**src/rtl/ppsPhasePkg.sv**
```systemverilog
package ppsPhasePkg;

  typedef enum logic [1:0] {
    PH_INRANGE = 2'd0,
    PH_EARLY   = 2'd1,
    PH_LATE    = 2'd2
  } phClass_e;

  // strobes from control to datapath
  typedef struct packed {
    logic capture;   // take a snapshot of the counter
    logic align;     // load the counter into phase
    logic classify;  // turn the snapshot into an output
  } dpCtrl_t;

endpackage

```
**src/rtl/ppsPhaseCtrl.sv**
```systemverilog
module ppsPhaseCtrl
  import ppsPhasePkg::*;
#(
  parameter int CNT_MOD = 10_000_000
) (
  input  logic    clk,
  input  logic    rstN,
  input  logic    ppsIn,
  input  logic    alignReq,
  output dpCtrl_t ctl,
  output logic    holdover,
  output logic    alignArmed
);

  localparam int HOLD_LIM = CNT_MOD + CNT_MOD / 2;
  localparam int HOLD_W   = $clog2(HOLD_LIM + 1);

  logic syncA, syncB, syncPrev;
  logic edgePulse;
  logic [HOLD_W-1:0] holdCnt;

  // two-flop synchronizer followed by a rising-edge detector
  always_ff @(posedge clk or negedge rstN) begin
    if (!rstN) begin
      syncA    <= 1'b0;
      syncB    <= 1'b0;
      syncPrev <= 1'b0;
    end else begin
      syncA    <= ppsIn;
      syncB    <= syncA;
      syncPrev <= syncB;
    end
  end

  assign edgePulse = syncB & ~syncPrev;

  assign ctl.capture = edgePulse & ~alignArmed;
  assign ctl.align   = edgePulse & alignArmed;

  always_ff @(posedge clk or negedge rstN) begin
    if (!rstN) begin
      ctl.classify <= 1'b0;
    end else begin
      ctl.classify <= ctl.capture;
    end
  end

  // the align request waits here until the next pulse edge
  always_ff @(posedge clk or negedge rstN) begin
    if (!rstN) begin
      alignArmed <= 1'b0;
    end else if (ctl.align) begin
      alignArmed <= alignReq;
    end else if (alignReq) begin
      alignArmed <= 1'b1;
    end
  end

  // missing-pulse watchdog
  always_ff @(posedge clk or negedge rstN) begin
    if (!rstN) begin
      holdCnt  <= '0;
      holdover <= 1'b0;
    end else if (edgePulse) begin
      holdCnt  <= '0;
      holdover <= 1'b0;
    end else begin
      if (holdCnt < HOLD_W'(HOLD_LIM)) holdCnt <= holdCnt + 1'b1;
      if (holdCnt == HOLD_W'(HOLD_LIM)) holdover <= 1'b1;
    end
  end

  p_strobe_excl_r6: assert property (@(posedge clk) disable iff (!rstN)
    $onehot0({ctl.capture, ctl.align, ctl.classify}));

  p_classify_single_r2: assert property (@(posedge clk) disable iff (!rstN)
    ctl.classify |=> !ctl.classify);

  p_hold_clear_r7: assert property (@(posedge clk) disable iff (!rstN)
    edgePulse |=> !holdover);

  p_align_disarm_r6: assert property (@(posedge clk) disable iff (!rstN)
    (ctl.align && !alignReq) |=> !alignArmed);

endmodule

```
**src/rtl/ppsPhaseDatapath.sv**
```systemverilog
module ppsPhaseDatapath
  import ppsPhasePkg::*;
#(
  parameter int CNT_MOD = 10_000_000,
  parameter int CNT_W   = 24,
  parameter int ERR_W   = 8,
  parameter int WIN     = 100
) (
  input  logic             clk,
  input  logic             rstN,
  input  dpCtrl_t          ctl,
  output logic             errValid,
  output logic [1:0]       errClass,
  output logic [ERR_W-1:0] errVal
);

  localparam int SW         = CNT_W + 1;
  localparam int HALF       = CNT_MOD / 2;
  localparam int ALIGN_LOAD = (CNT_MOD > 1) ? 1 : 0;
  localparam logic [ERR_W-1:0] POS_LIM = ERR_W'(WIN);
  localparam logic [ERR_W-1:0] NEG_LIM = ERR_W'(0) - POS_LIM;

  logic [CNT_W-1:0] cnt;
  logic [CNT_W-1:0] stamp;
  logic signed [SW-1:0] stampS, offs;
  logic isLate, isEarly;

  // one-second modulo counter; align loads it so the next pulse reads zero
  always_ff @(posedge clk or negedge rstN) begin
    if (!rstN) begin
      cnt <= '0;
    end else if (ctl.align) begin
      cnt <= CNT_W'(ALIGN_LOAD);
    end else if (cnt == CNT_W'(CNT_MOD - 1)) begin
      cnt <= '0;
    end else begin
      cnt <= cnt + 1'b1;
    end
  end

  always_ff @(posedge clk or negedge rstN) begin
    if (!rstN) begin
      stamp <= '0;
    end else if (ctl.capture) begin
      stamp <= cnt;
    end
  end

  // signed offset, centred on the counter zero point
  always_comb begin
    stampS = signed'({1'b0, stamp});
    if (stamp >= CNT_W'(HALF)) offs = stampS - signed'(SW'(CNT_MOD));
    else                       offs = stampS;
    isLate  = offs > signed'(SW'(WIN));
    isEarly = offs < -signed'(SW'(WIN));
  end

  always_ff @(posedge clk or negedge rstN) begin
    if (!rstN) begin
      errValid <= 1'b0;
      errClass <= PH_INRANGE;
      errVal   <= '0;
    end else begin
      errValid <= ctl.classify;
      if (ctl.classify) begin
        if (isLate) begin
          errClass <= PH_LATE;
          errVal   <= POS_LIM;
        end else if (isEarly) begin
          errClass <= PH_EARLY;
          errVal   <= NEG_LIM;
        end else begin
          errClass <= PH_INRANGE;
          errVal   <= offs[ERR_W-1:0];
        end
      end
    end
  end

  p_cnt_range_r1: assert property (@(posedge clk) disable iff (!rstN)
    cnt < CNT_W'(CNT_MOD));

  p_cnt_wrap_r1: assert property (@(posedge clk) disable iff (!rstN)
    (cnt == CNT_W'(CNT_MOD - 1) && !ctl.align) |=> cnt == '0);

  p_align_load_r6: assert property (@(posedge clk) disable iff (!rstN)
    ctl.align |=> (cnt == CNT_W'(ALIGN_LOAD) && !errValid));

  p_inrange_r4: assert property (@(posedge clk) disable iff (!rstN)
    (errValid && errClass == PH_INRANGE) |->
      (int'($signed(errVal)) <= WIN && int'($signed(errVal)) >= -WIN));

  p_late_sat_r5: assert property (@(posedge clk) disable iff (!rstN)
    (errValid && errClass == PH_LATE) |-> errVal == POS_LIM);

  p_early_sat_r5: assert property (@(posedge clk) disable iff (!rstN)
    (errValid && errClass == PH_EARLY) |-> errVal == NEG_LIM);

endmodule

```
**src/rtl/ppsPhaseDetect.sv**
```systemverilog
module ppsPhaseDetect
  import ppsPhasePkg::*;
#(
  parameter int CNT_MOD = 10_000_000,
  parameter int CNT_W   = 24,
  parameter int ERR_W   = 8,
  parameter int WIN     = 100
) (
  input  logic             clk,
  input  logic             rstN,
  input  logic             ppsIn,
  input  logic             alignReq,
  output logic             errValid,
  output logic [1:0]       errClass,
  output logic [ERR_W-1:0] errVal,
  output logic             holdover,
  output logic             alignArmed
);

  dpCtrl_t ctl;

  ppsPhaseCtrl #(.CNT_MOD(CNT_MOD)) ctrl_i (
    .clk        (clk),
    .rstN       (rstN),
    .ppsIn      (ppsIn),
    .alignReq   (alignReq),
    .ctl        (ctl),
    .holdover   (holdover),
    .alignArmed (alignArmed)
  );

  ppsPhaseDatapath #(
    .CNT_MOD (CNT_MOD),
    .CNT_W   (CNT_W),
    .ERR_W   (ERR_W),
    .WIN     (WIN)
  ) dp_i (
    .clk      (clk),
    .rstN     (rstN),
    .ctl      (ctl),
    .errValid (errValid),
    .errClass (errClass),
    .errVal   (errVal)
  );

endmodule

```
**config.mk**
```make
export PLATFORM = sky130hd
export DESIGN_NAME = ppsPhaseDetect
export DESIGN_NICKNAME = d
export VERILOG_FILES = /design/src/rtl/ppsPhasePkg.sv /design/src/rtl/ppsPhaseCtrl.sv /design/src/rtl/ppsPhaseDatapath.sv /design/src/rtl/ppsPhaseDetect.sv
export SDC_FILE = /design/constraint.sdc
export NUM_CORES = 1
export LEC_CHECK = 0
export ABC_AREA = 1
export BUFFER_PORTS_ARGS = -buffer_cell sky130_fd_sc_hd__buf_2
export CAP_MARGIN = 20
export CORE_MARGIN = 2
export CORE_UTILIZATION = 55
export CTS_BUF_LIST = sky130_fd_sc_hd__clkbuf_4 sky130_fd_sc_hd__clkbuf_8
export CTS_CLUSTER_SIZE = 24
export DETAILED_ROUTE_END_ITERATION = 10
export GPL_ROUTABILITY_DRIVEN = 0
export HOLD_SLACK_MARGIN = 0.06
export PLACE_DENSITY = 0.81
export SLEW_MARGIN = 20
export SYNTH_ARGS = -nofsm -noshare
export SYNTH_HDL_FRONTEND = slang
export SYNTH_HIERARCHICAL = 1
export SYNTH_SLANG_ARGS = --single-unit
```
**constraint.sdc**
```tcl
create_clock -name clk -period 2.9 [get_ports clk]
set_clock_uncertainty 0.05 [all_clocks]
set_input_delay 0 -clock clk [delete_from_list [all_inputs] [get_ports clk]]
set_output_delay 0 -clock clk [all_outputs]
set_load 0.1 [all_outputs]
```
==> summary.md <==
| Metric | Value |
|---|---|
| Synth cell types | 40 |
| Drc violations | 0 |
| TritonCTS clock tree | built |
| Pwr dens | 498.7 nW/um2 |
| DIE AREA | 10940 um2 |
| Clk slew on worst S/H paths | 100 ps |
| Commonest non-fill, non-tap cell in the layout | nand2_1 |
| Highest metal used | met4 |
| Global Route Usage Sum | 24.32% |
| Starting Density | 56.66% |
| Die height | 104.6 um |
| Final setup TNS | 0 ps |
| Fin util | 60.89% |
| R2R Path End | dp_i/errVal[2] |
| Max-slew violations | 0 |
| YS warnings | 6 |
| Per-cell routed wire length | 13.23 um |
| Vias/cell | 5.472 |
| FF-to-FF setup slack | 340 ps |
| Synthesized area per cell | 6.844 um2 |
| ANT cells | 0 |
| Post-synthesis register bit count | 89 |
| Slew headroom | 44.08% |
| Ys flop type | dfrtp_1 |
| Slowest cell on crit path | dfrtp_1 |
| Post-CTS Setup Repair Bufs | 0 |
| Synth async-reset ratio | 100.0% |
| Finish-stage setup viols | 0 |
| DP Wirelength | 9322 um |
| Mapped Area | 5564 um2 |
| Post-DRT Antenna Nets | 0 |
| I/O Pins | 17 |
| Max frequency | 390.6 MHz |
| Static Leakage | 2.921 nW |
| FF-to-FF Start | dp_i/stamp[21] |
| Max cap viols | 0 |
| CORE AREA | 9819 um2 |
| Critical path arrival | 2780 ps |
| FF-to-FF path depth | 16 |
| Sequential area share after synthesis | 40.03% |
| IO buf count | 16 |
| Hold Crit Start | ppsIn |
| CP Max Fanout | 22 |
| Initial antenna violation count | 0 |
| DRT Wirelength | 12780 um |
| Gr ovfl total | 0 |
| Met2 routed WL | 5720 um |
| Layout cell share with drive strength beyond 1 | 8.403% |
| Row count | 36 |
| RSZ-0062 raised after global routing | false |
| Sink of the worst hold path | ctrl_i/syncA |
| CTS Buf Count | 9 |
| Clock tree buffer depth | 2 |
| Critical path capture point type | flop |
| Initial DRC Count | 503 |
| Vias post-DR | 5286 |
| Commonest non-fill, non-tap cells in the layout | nand2_1, nor2_1, dfrtp_1 |
| Clk sinks | 89 |
| Largest net degree at the start of global routing | 68 |
| Hold Fails Final Rpt | 0 |
| Root buffer cell | clkbuf_8 |
| Tcrit/Tclk final | 88.28% |
| Minimum clock period | 2560 ps |
| Number of global-route vias before repair | 4822 |
| Worst Path Required | 3120 ps |
| Clock Latency Late Sink | 350 ps |
| CP top delay family | simple AND/OR/NAND/NOR gates |
| Mapped Nets | 821 |
| H-tree depth | 3 |
| Status | completed |
| First-pass GRT wire length | 22010 um |
| Synth Instances | 813 |
| Critical Path Most Common Cell | nand2_1 |
| Met1 wire length | 5930 um |
| EDFF count, synth | 0 |
| Startpoint types | flop |
| Worst Tran Pin Value | 838.8 ps |
| DRT Pass-1 Iters | 6 |
| Worst hold stages | 2 |
| Die width | 104.6 um |
| Max IR drop VDD | 665.8 uV |
| Crit-path max cell delay | 460 ps |
| WS Path Type | flop to flop |
| Worst Hold Class | input pin to flop |
| Syn-to-layout area delta | 7.466% |
| Final #Nets | 836 |
| DR WL met3 | 930 um |
| Crit-path cells | nor2_2 > nand2_1 > nor2_4 > nand2_2 > nand3_4 > inv_1 > nand2_1 > nand2_1 > nor2_1 > nand2_1 > nor2_2 > nand3_2 > nand2_1 > nand2_1 > nor2_1 > nor2_1 |
| Crit path buffers/inverters | 1 |
## per-layer routing
| layer | vias up | global-route usage [%] |
|---|---|---|
| met5 | - | 0 |
| met4 | 0 | 6.857 |
| met3 | 22 | 5.115 |
| met2 | 192 | 36.88 |
| met1 | 2454 | 35.44 |
| li1 | 2618 | - |
## Yosys cell counts (all sizes together) (10+ instances only)
cell,instances,area (um2)
nand2,264,1008
nor2,135,554.3
dfrtp,89,2227
nand4,17,106.4
nor3,21,105.1
inv,89,334.1
buf,10,82.57
xor2,14,122.6
nand3,74,415.4
a21oi,20,111.4
clkbuf,10,38.78
o21ai,39,195.2
## worst max-delay path by stage
stage	startpoint	to	slack, ps	cells past startpoint
CTS	dp_i/stamp[16]	dp_i/errVal[2]	250	16
global route	dp_i/stamp[16]	dp_i/errVal[2]	20	16
detailed placement	dp_i/stamp[16]	dp_i/errVal[2]	260	16
global placement	dp_i/stamp[16]	dp_i/errVal[2]	400	16
floorplan	dp_i/stamp[16]	dp_i/errVal[2]	830	17
finish	dp_i/stamp[21]	dp_i/errVal[2]	340	16
## timing repair
item / CTS / global route
hold buffers: 3 / 0
endpoints found under the hold margin: 67 / 0
gates resized for setup: 0 / 1
setup endpoints to repair: 0 / 4
## through the flow
stage / area (um2) / instances / setup WS, ps / hold WS [ps] / power [mW]
after global placement: 5732 / 947 / 397.6 / 59.82 / 2.092
after CTS: 5972 / 966 / 252.8 / 213.3 / 3.004
after floorplan: 5564 / 813 / 827.9 / -345.6 / 1.960
final: 5979 / 966 / 339.8 / 233.6 / 2.982
after detailed placement: 5732 / 947 / 260.2 / 61.46 / 2.107
after global routing: 5979 / 966 / 22.28 / 224.3 / 3.129
## sequential cells by signal, indices dropped and copies added (netlist names)
name	count
ctrl_i/holdover	1
dp_i/errClass	2
ctrl_i/holdCnt	24
dp_i/errValid	1
dp_i/stamp	24
ctrl_i/syncA	1
dp_i/cnt	24
ctrl_i/syncPrev	1
ctrl_i/ctl	1
ctrl_i/syncB	1
ctrl_i/alignArmed	1
dp_i/errVal	8
## where the power goes
part	switching, mW	internal [mW]	leakage [nW]	total (mW)
Combinational	0.495	0.140	1.62	0.635
Clock	0.476	0.418	0.104	0.894
Sequential	0.0977	1.36	1.20	1.45
Total	1.07	1.91	2.92	2.98
## worst reg2reg max path: cells and delay by family, from the launching register on
kind / cells / cell delay (ps)
buffers and inverters: 1 / 140
flip-flops: 1 / 460
AND/OR/NAND/NOR: 15 / 1830
## area by class of cell
class | count | area (um2)
Clock inverter | 7 | 86.33
Sequential cell | 89 | 2227
Multi-Input combinational cell | 615 | 2892
Tap cell | 133 | 166.4
Clock buffer | 9 | 123.9
Fill cell | 888 | 3840
Timing Repair Buffer | 24 | 150.1
Inverter | 89 | 334.1
## logic make-up (layout without fill, tap and decap cells)
kind of cell	count (synthesis)	after routing	synth area share, %
muxes	2	2	0.4047
xor gates and xnor gates	18	18	2.833
buffers and inverters	109	129	8.185
DFF	89	89	40.03
and+or+nand+nor	524	524	41.08
adders and majority gates	4	4	0.8995
AOI/OAI and AO/OA	67	67	6.566
No activity file was read; power rests on OpenSTA's default activity.
